[config.mk]
export PLATFORM = sky130hd
export DESIGN_NAME = async_rd_timer
export DESIGN_NICKNAME = d
export VERILOG_FILES = /design/src/rtl/art_pkg.sv /design/src/rtl/art_cfg_latch.sv /design/src/rtl/art_seq.sv /design/src/rtl/art_strobe.sv /design/src/rtl/async_rd_timer.sv
export SDC_FILE = /design/constraint.sdc
export NUM_CORES = 1
export LEC_CHECK = 0
export ABC_AREA = 1
export BUFFER_PORTS_ARGS = -buffer_cell sky130_fd_sc_hd__buf_2
export CELL_PAD_IN_SITES_DETAIL_PLACEMENT = 1
export CELL_PAD_IN_SITES_GLOBAL_PLACEMENT = 2
export CORE_MARGIN = 2
export CORE_UTILIZATION = 33
export CTS_BUF_LIST = sky130_fd_sc_hd__clkbuf_16
export CTS_CLUSTER_SIZE = 10
export DETAILED_ROUTE_END_ITERATION = 7
export GPL_ROUTABILITY_DRIVEN = 0
export PLACE_DENSITY = 0.88
export SETUP_SLACK_MARGIN = 0.05
export SLEW_MARGIN = 0
export SYNTH_ARGS = -nofsm -noshare
export SYNTH_HDL_FRONTEND = slang
export SYNTH_SLANG_ARGS = --single-unit
export TNS_END_PERCENT = 20
[constraint.sdc]
create_clock -name clk_i -period 5 [get_ports clk_i]
set_clock_uncertainty 0.05 [all_clocks]
set_input_delay 0.25 -clock clk_i [delete_from_list [all_inputs] [get_ports clk_i]]
set_output_delay 0.25 -clock clk_i [all_outputs]
set_load 0.05 [all_outputs]
[src/rtl/art_pkg.sv]
package art_pkg;
  typedef enum logic {CAP_CS = 1'b0, CAP_RD = 1'b1} cap_sel_e;
endpackage

[src/rtl/art_cfg_latch.sv]
module art_cfg_latch #(
  parameter int unsigned CW = 6,
  localparam int unsigned LW = CW + 1
) (
  input  logic               clk_i,
  input  logic               rst_ni,
  input  logic               load_i,
  input  logic [CW-1:0]      rd_setup_i,
  input  logic [CW-1:0]      rd_pulse_i,
  input  logic [CW-1:0]      rd_cycle_i,
  input  logic [CW-1:0]      cs_setup_i,
  input  logic [CW-1:0]      cs_pulse_i,
  input  art_pkg::cap_sel_e  cap_sel_i,
  output logic [LW-1:0]      len_o,
  output logic [LW-1:0]      rd_setup_o,
  output logic [LW-1:0]      rd_stop_o,
  output logic [LW-1:0]      cs_setup_o,
  output logic [LW-1:0]      cs_stop_o,
  output art_pkg::cap_sel_e  cap_sel_o
);
  // zero pulse acts as one; strobe end clipped to cycle end
  function automatic logic [LW-1:0] stop_of(input logic [CW-1:0] s, input logic [CW-1:0] p,
                                            input logic [LW-1:0] len);
    logic [LW-1:0] e;
    e = LW'(s) + ((p == '0) ? LW'(1) : LW'(p));
    return (e > len) ? len : e;
  endfunction

  logic [LW-1:0] len_d;
  assign len_d = (rd_cycle_i == '0) ? LW'(1) : LW'(rd_cycle_i);

  always_ff @(posedge clk_i or negedge rst_ni) begin
    if (!rst_ni) begin
      len_o      <= LW'(1);
      rd_setup_o <= '0;
      rd_stop_o  <= LW'(1);
      cs_setup_o <= '0;
      cs_stop_o  <= LW'(1);
      cap_sel_o  <= art_pkg::CAP_RD;
    end else if (load_i) begin
      len_o      <= len_d;
      rd_setup_o <= LW'(rd_setup_i);
      rd_stop_o  <= stop_of(rd_setup_i, rd_pulse_i, len_d);
      cs_setup_o <= LW'(cs_setup_i);
      cs_stop_o  <= stop_of(cs_setup_i, cs_pulse_i, len_d);
      cap_sel_o  <= cap_sel_i;
    end
  end
endmodule

[src/rtl/art_seq.sv]
module art_seq #(
  parameter int unsigned CW = 6,
  localparam int unsigned LW = CW + 1
) (
  input  logic          clk_i,
  input  logic          rst_ni,
  input  logic          start_i,
  input  logic [LW-1:0] len_i,
  output logic          active_o,
  output logic [CW-1:0] cnt_o,
  output logic          done_o
);
  logic last;
  assign last = active_o && ({1'b0, cnt_o} == len_i - LW'(1));

  always_ff @(posedge clk_i or negedge rst_ni) begin
    if (!rst_ni) begin
      active_o <= 1'b0;
      cnt_o    <= '0;
      done_o   <= 1'b0;
    end else begin
      done_o <= last;
      if (start_i) begin
        active_o <= 1'b1;
        cnt_o    <= '0;
      end else if (last) begin
        active_o <= 1'b0;
      end else if (active_o) begin
        cnt_o <= cnt_o + CW'(1);
      end
    end
  end
endmodule

[src/rtl/art_strobe.sv]
module art_strobe #(
  parameter int unsigned CW = 6,
  localparam int unsigned LW = CW + 1
) (
  input  logic          active_i,
  input  logic [CW-1:0] cnt_i,
  input  logic [LW-1:0] setup_i,
  input  logic [LW-1:0] stop_i,
  output logic          strobe_no,
  output logic          rise_o
);
  logic [LW-1:0] cnt_w;
  assign cnt_w     = {1'b0, cnt_i};
  assign strobe_no = !(active_i && (cnt_w >= setup_i) && (cnt_w < stop_i));
  // next edge is the one that ends the pulse window
  assign rise_o    = active_i && (cnt_w + LW'(1) == stop_i);
endmodule

[src/rtl/async_rd_timer.sv]
module async_rd_timer #(
  parameter int unsigned AW = 20,
  parameter int unsigned DW = 16,
  parameter int unsigned CW = 6
) (
  input  logic          clk_i,
  input  logic          rst_ni,
  input  logic          req_i,
  input  logic [AW-1:0] addr_i,
  input  logic [1:0]    be_i,
  input  logic [CW-1:0] rd_setup_i,
  input  logic [CW-1:0] rd_pulse_i,
  input  logic [CW-1:0] rd_cycle_i,
  input  logic [CW-1:0] cs_setup_i,
  input  logic [CW-1:0] cs_pulse_i,
  input  logic          cap_rd_i,
  output logic          done_o,
  output logic [DW-1:0] rdata_o,
  output logic [AW-1:0] mem_addr_o,
  output logic [1:0]    mem_be_no,
  output logic          mem_cs_no,
  output logic          mem_rd_no,
  input  logic [DW-1:0] mem_data_i
);
  import art_pkg::*;
  localparam int unsigned LW = CW + 1;
  localparam int unsigned NS = 2; // 0: chip select, 1: read strobe

  logic          active, accept;
  logic [CW-1:0] cnt;
  logic [LW-1:0] len;
  cap_sel_e      cap_sel_q;
  logic [NS-1:0][LW-1:0] st_setup, st_stop;
  logic [NS-1:0] st_n, st_rise;
  logic [1:0]    be_q;
  logic          cap_hit;

  assign accept = req_i && !active;

  art_cfg_latch #(.CW(CW)) u_cfg (
    .clk_i      (clk_i),
    .rst_ni     (rst_ni),
    .load_i     (accept),
    .rd_setup_i (rd_setup_i),
    .rd_pulse_i (rd_pulse_i),
    .rd_cycle_i (rd_cycle_i),
    .cs_setup_i (cs_setup_i),
    .cs_pulse_i (cs_pulse_i),
    .cap_sel_i  (cap_rd_i ? CAP_RD : CAP_CS),
    .len_o      (len),
    .rd_setup_o (st_setup[1]),
    .rd_stop_o  (st_stop[1]),
    .cs_setup_o (st_setup[0]),
    .cs_stop_o  (st_stop[0]),
    .cap_sel_o  (cap_sel_q)
  );

  art_seq #(.CW(CW)) u_seq (
    .clk_i    (clk_i),
    .rst_ni   (rst_ni),
    .start_i  (accept),
    .len_i    (len),
    .active_o (active),
    .cnt_o    (cnt),
    .done_o   (done_o)
  );

  for (genvar g = 0; g < NS; g++) begin : g_strobe
    art_strobe #(.CW(CW)) u_strobe (
      .active_i  (active),
      .cnt_i     (cnt),
      .setup_i   (st_setup[g]),
      .stop_i    (st_stop[g]),
      .strobe_no (st_n[g]),
      .rise_o    (st_rise[g])
    );
  end

  assign mem_cs_no = st_n[0];
  assign mem_rd_no = st_n[1];
  assign cap_hit   = (cap_sel_q == CAP_RD) ? st_rise[1] : st_rise[0];

  always_ff @(posedge clk_i or negedge rst_ni) begin
    if (!rst_ni) begin
      mem_addr_o <= '0;
      be_q       <= '0;
      rdata_o    <= '0;
    end else begin
      if (accept) begin
        mem_addr_o <= addr_i;
        be_q       <= be_i;
      end
      if (cap_hit) rdata_o <= mem_data_i;
    end
  end

  assign mem_be_no = active ? ~be_q : 2'b11;
endmodule

Word level (Yosys, flattened, before mapping)

Index checks and enable logic that the tools add are counted.

Logic and storage cells: 58
Output and inout port bits: 41
Flip-flop bits (word level): 80
Input port bits: 72

Muxes and demuxes: 13
Eq/ne operators: 4
Order comparisons: 6
$add $sub $neg: 5
Reductions and logical operators: 17
Bitwise logic cells: 1

Operator list:

| kind                                              | number |
|---|---|
| two-way mux 6 bit                                 | 6 |
| zero test 6 bit                                   | 3 |
| adder 6 x 7 -> 7 bit                              | 2 |
| == test 7 bit                                     | 2 |
| greater-than comparator 7 bit                     | 2 |
| less-than comparator 6 x 7 -> 1 bit               | 2 |
| two-way mux 7 bit                                 | 2 |
| greater-or-equal comparator 6 bit                 | 2 |
| logical AND 1 bit                                 | 8 |
| adder 6 x 1 -> 7 bit (second input constant)      | 1 |
| == test 6 x 7 -> 1 bit                            | 1 |
| subtractor 7 x 1 -> 7 bit (second input constant) | 1 |
| adder 6 x 1 -> 6 bit (second input constant)      | 1 |
| two-way mux 1 bit                                 | 4 |
| nonzero test 2 bit                                | 2 |
| zero test 1 bit                                   | 3 |
| two-way mux 2 bit                                 | 1 |
| inequality test 2 bit (second input constant)     | 1 |
| NOT 2 bit                                         | 1 |
| AND reduction 2 bit                               | 1 |

Depth between registers and ports, before layout

Depth after elaboration: 5
Depth in mapped cells: 19
Mapped depth without buffers: 18

Cells and area by module

From an unflattened synthesis, not the netlist that was laid out.

Cell total of the unflattened synthesis: 802
Area, all modules: 5786.8 µm²

Modules (own cells, without submodules):

| module         | sequential area each (µm²) | cells each | area an instance (µm²) | times used |
|---|---|---|---|---|
| art_cfg_latch  | 830.8                      | 304        | 2331.0                 | 1 |
| async_rd_timer | 950.9                      | 172        | 1610.3                 | 1 |
| art_strobe     | 0.0                        | 107        | 563.0                  | 2 |
| art_seq        | 200.2                      | 112        | 719.4                  | 1 |

Least setup slack after synthesis

OpenSTA, ideal clock, no wires.

Path type: input -> register
Start: in rd_pulse_i[1]
End: reg u_cfg.rd_stop_o[5]
Arrival time: 2.640 ns
Cell stages on the path: 18
Path slack: 2.193 ns
Path buffers: 0
Setup time: 0.118 ns
Cells stage by stage: or4_1 -> o21bai_1 -> ha_1 -> fa_1 -> nand3_1 -> nand2_1 -> xnor2_1 -> inv_1 -> ha_1 -> nand2_1 -> o21ai_0 -> nor2_1 -> nand2_1 -> nand2_1 -> nand2_1 -> nand2_1 -> nand3_1 -> nand2_1

Longest elaborated chain between the ends: 5

Ends and longest elaborated chain:

| item                          | RTL line             | source |
|---|---|---|
| from (decl)                   | async_rd_timer.sv:12 | `input logic [CW-1:0] rd_pulse_i,` |
| zero test 6 bit               | art_cfg_latch.sv:25  | `e = LW'(s) + ((p == '0) ? LW'(1) : LW'(p));` |
| two-way mux 6 bit *           | art_cfg_latch.sv:25  |  |
| adder 6 x 7 -> 7 bit *        | art_cfg_latch.sv:25  |  |
| greater-than comparator 7 bit | art_cfg_latch.sv:26  | `return (e > len) ? len : e;` |
| two-way mux 7 bit *           | art_cfg_latch.sv:26  |  |
| to (signal assigned)          | art_cfg_latch.sv:43  | `rd_stop_o <= stop_of(rd_setup_i, rd_pulse_i, len_d);` |
| to (decl)                     | art_cfg_latch.sv:16  | `output logic [LW-1:0] rd_stop_o,` |

Every way passes the cells marked *; elsewhere a longest branch is shown, timed or not.
A chain may end at the register's enable or synchronous reset.

Final worst setup path

Start: in rd_pulse_i[1]
End: reg u_cfg.rd_stop_o[4]

Same word-level chain as after synthesis.

==> flow_summary.ini <==
[synth]
ys_types = 31
syn_area_mm2 = 0.00513
ys_ff_latch = 79
syn_avg_cell_area_um2 = 7.32
ys.warnings.count = 0
seq_area_frac_synth_pct = 38.6
syn_inst = 701
synth.net_count = 823

[final_layout]
instances_no_fill = 993
diodes = 0
final_cell_mix = 270 x nand2_1, 111 x buf_2, 82 x inv_1
drive_above_1_share_pct = 17.3
utilization_pct = 40.2
fin_nets = 922
layout_commonest_cell = nand2_1
synthToLayoutAreaGrowth_pct = 19.1
stdcell_area_mm2 = 0.00611

[power_and_ir_drop]
power_frac_comb_pct = 54.6
pwr-share-clk_pct = 16.0
switching_share_pct = 52.2
p_int_uw = 1990
max-vdd-ir-drop_mv = 0.213
power.switching_uw = 2170
power_frac_seq_pct = 29.4
leakagePower_uw = 0.00349
power_density_mw_per_mm2 = 680

[global_routing]
antenna_found_initial = 0
grt_max_degree = 80
grt_pass1_wl_um = 24900
grt_pass1_vias = 5196
grt_overflow = 0
grt_usage_pct = 18.8

[setup_path]
critPathKind = input pin to flip-flop
cp-start-kind = input pin
worst-path-stages = 19
crit_slowest_cell = or4_1
critPathArrivalTime_ps = 3160
path_cells = buf_2 -> or4_1 -> o21bai_1 -> ha_1 -> fa_1 -> nand3_1 -> nand2_1 -> xnor2_1 -> inv_1 -> ha_1 -> nand2_1 -> nor2_1 -> nand2_1 -> nand2_1 -> nand2_1 -> nand2_1 -> nand2_1 -> nand3_1 -> nand2_1
critPathTopFamily = simple AND/OR/NAND/NOR gates
crit_path_max_incr_delay_ps = 520
critPathBufInv = 2
worstSetupEndpointType = flip-flop
ff2ff_path_depth = 12
cp.required_ps = 5170
critPathMostFrequentCell = nand2_1
critPathMaxFanout = 7

[route]
vias_per_cell = 4.95
vias = 4920
postRouteAntennaNets = 0
drc = 0
firstDrtPassIters = 4
drt_iter0_drc = 188
wl_um = 15100
drt-wirelength-per-cell_um = 15.2

[floorplan]
dieArea_mm2 = 0.0166
initial_core_util_pct = 33.8
die_height_um = 129
ios = 113
row_count = 45
core_area_mm2 = 0.0152
die_x_um = 129

[place]
post_dp_cell_area_mm2 = 0.00582
numPlacedInstances = 977
port_buffers = 112
post-dp-hpwl_um = 11400

[run_status]
outcome = finished, violations left
violations = hold timing

[job]
maxCapViolCount = 0

[cts]
insertion_delay_ps = 340
clockRootBuffer = clkbuf_16
post_cts_buffers = 0
cts.hold.buffers_added = 0
htreeDepth = 3
cts_sinks = 79
clk_pin_slew_ps = 60
cts_inserted_buffers = 9
cts_resized = 0
cts_tree = yes
cts_buffer_depth = 2

[worst_hold_path]
hold_path_class = input pin to async pin

[sta]
min_period_ps = 2980
max_slew_margin_pct = 31.2
setup_viol = 0
hold_ws_ps = -9.40
slew_viol_final = 0
worstMarginPinSlew_ps = 1030
clock.fmax_ghz = 0.335
rsz0062_at_grt = false
hold_viol = 3
finalCritPeriodShare_pct = 59.7
tns_ps = 0
worst reg2reg max path: cells and delay by family (launching register included):
kind	cells	cell delay, ps
simple gates	10	1210
flops	1	670
fa+ha+maj	1	320
buf+inv	1	120
final cells by class:
cell class | count | area, um^2
clock inverters | 7 | 71.3
clock buffers | 9 | 225
inverters | 85 | 319
fillers | 1920 | 9090
repair buffers | 113 | 571
multi-input cells | 512 | 2710
flip-flops and latches | 79 | 1980
well taps | 188 | 235
through the flow:
step	hold WS, ps	power (uW)	worst slack [ps]
after floorplan	-95.6	2900	2190
final	-9.40	4150	2020
after global routing	53.4	4530	1640
after global placement	393	3390	1870
after CTS	40.7	4210	2030
after detailed placement	403	3520	1690
state kept, by name, summed over array words and instances, names as in the netlist:
name,cells
mem_addr_o,20
rdata_o,16
u_cfg.cs_stop_o,7
u_cfg.rd_stop_o,7
u_cfg.cs_setup_o,6
u_cfg.len_o,6
u_cfg.rd_setup_o,6
u_seq.cnt_o,6
be_q,2
u_cfg.cap_sel_o,1
u_seq.active_o,1
u_seq.done_o,1
logic make-up after synthesis:
| group | share of synthesized area, % |
|---|---|
| adders and majority gates | 12.5 |
| and+or+nand+nor | 32.9 |
| AOI/OAI and AO/OA | 5.90 |
| buffers and inverters | 8.63 |
| xor gates and xnor gates | 1.54 |
| DFF | 38.6 |
metal layers:
metal / routed length, um / track usage [%] / part of all wire [%]
met5: 0 / 0 / 0
met2: 7750 / 33.6 / 51
met1: 6720 / 23.3 / 44
met3: 342 / 1.95 / 2.3
met4: 314 / 7.42 / 2.1
synth_stat cells:
cell type | count | area (um^2)
buf_2 | 3 | 15.0
a31oi_1 | 2 | 12.5
o2111ai_1 | 2 | 17.5
nand4_1 | 18 | 113
or4_1 | 2 | 15.0
nor2_2 | 1 | 6.26
dfrtp_1 | 75 | 1880
a21oi_1 | 12 | 60.1
fa_1 | 2 | 40.0
inv_2 | 3 | 11.3
nand2_1 | 270 | 1010
nand3_1 | 77 | 385
o21ai_2 | 2 | 17.5
inv_1 | 82 | 308
ha_1 | 48 | 601
xnor2_1 | 4 | 35.0
nor2_1 | 26 | 97.6
clkbuf_1 | 18 | 67.6
o211ai_1 | 2 | 15.0
buf_4 | 1 | 7.51
nor2_4 | 1 | 11.3
a21o_1 | 4 | 30.0
a22oi_1 | 2 | 15.0
o21ai_0 | 24 | 120
xor2_1 | 5 | 43.8
nand3b_1 | 4 | 30.0
buf_6 | 3 | 33.8
o21bai_1 | 2 | 15.0
dfstp_2 | 4 | 105
nor3_1 | 1 | 5.00
nand3_2 | 1 | 10.0
worst paths after layout:
| check | slack, ps | to | start |
|---|---|---|---|
| setup / recovery | 2020 | u_cfg.rd_stop_o[4] | rd_pulse_i[1] |
| hold / removal | -9 | u_cfg.rd_setup_o[3] | rst_ni |
| setup reg to reg | 2530 | rdata_o[12] | u_seq.cnt_o[1] |
| hold reg to reg | 420 | rdata_o[14] | rdata_o[14] |
| max in group asynchronous | 4190 | u_cfg.cs_stop_o[1] | rst_ni |
| min in group clk_i | 50 | mem_addr_o[12] | addr_i[12] |
power by group through the flow:
stage                     Clock (uW)  Combinational, uW  Sequential [uW]
after floorplan                    0               1270             1630
after CTS                        681               2300             1230
after global routing             704               2560             1270
after global placement             0               2170             1220
final                            664               2270             1220
after detailed placement           0               2280             1230
Note: power is estimated with default switching activity, not from simulation.
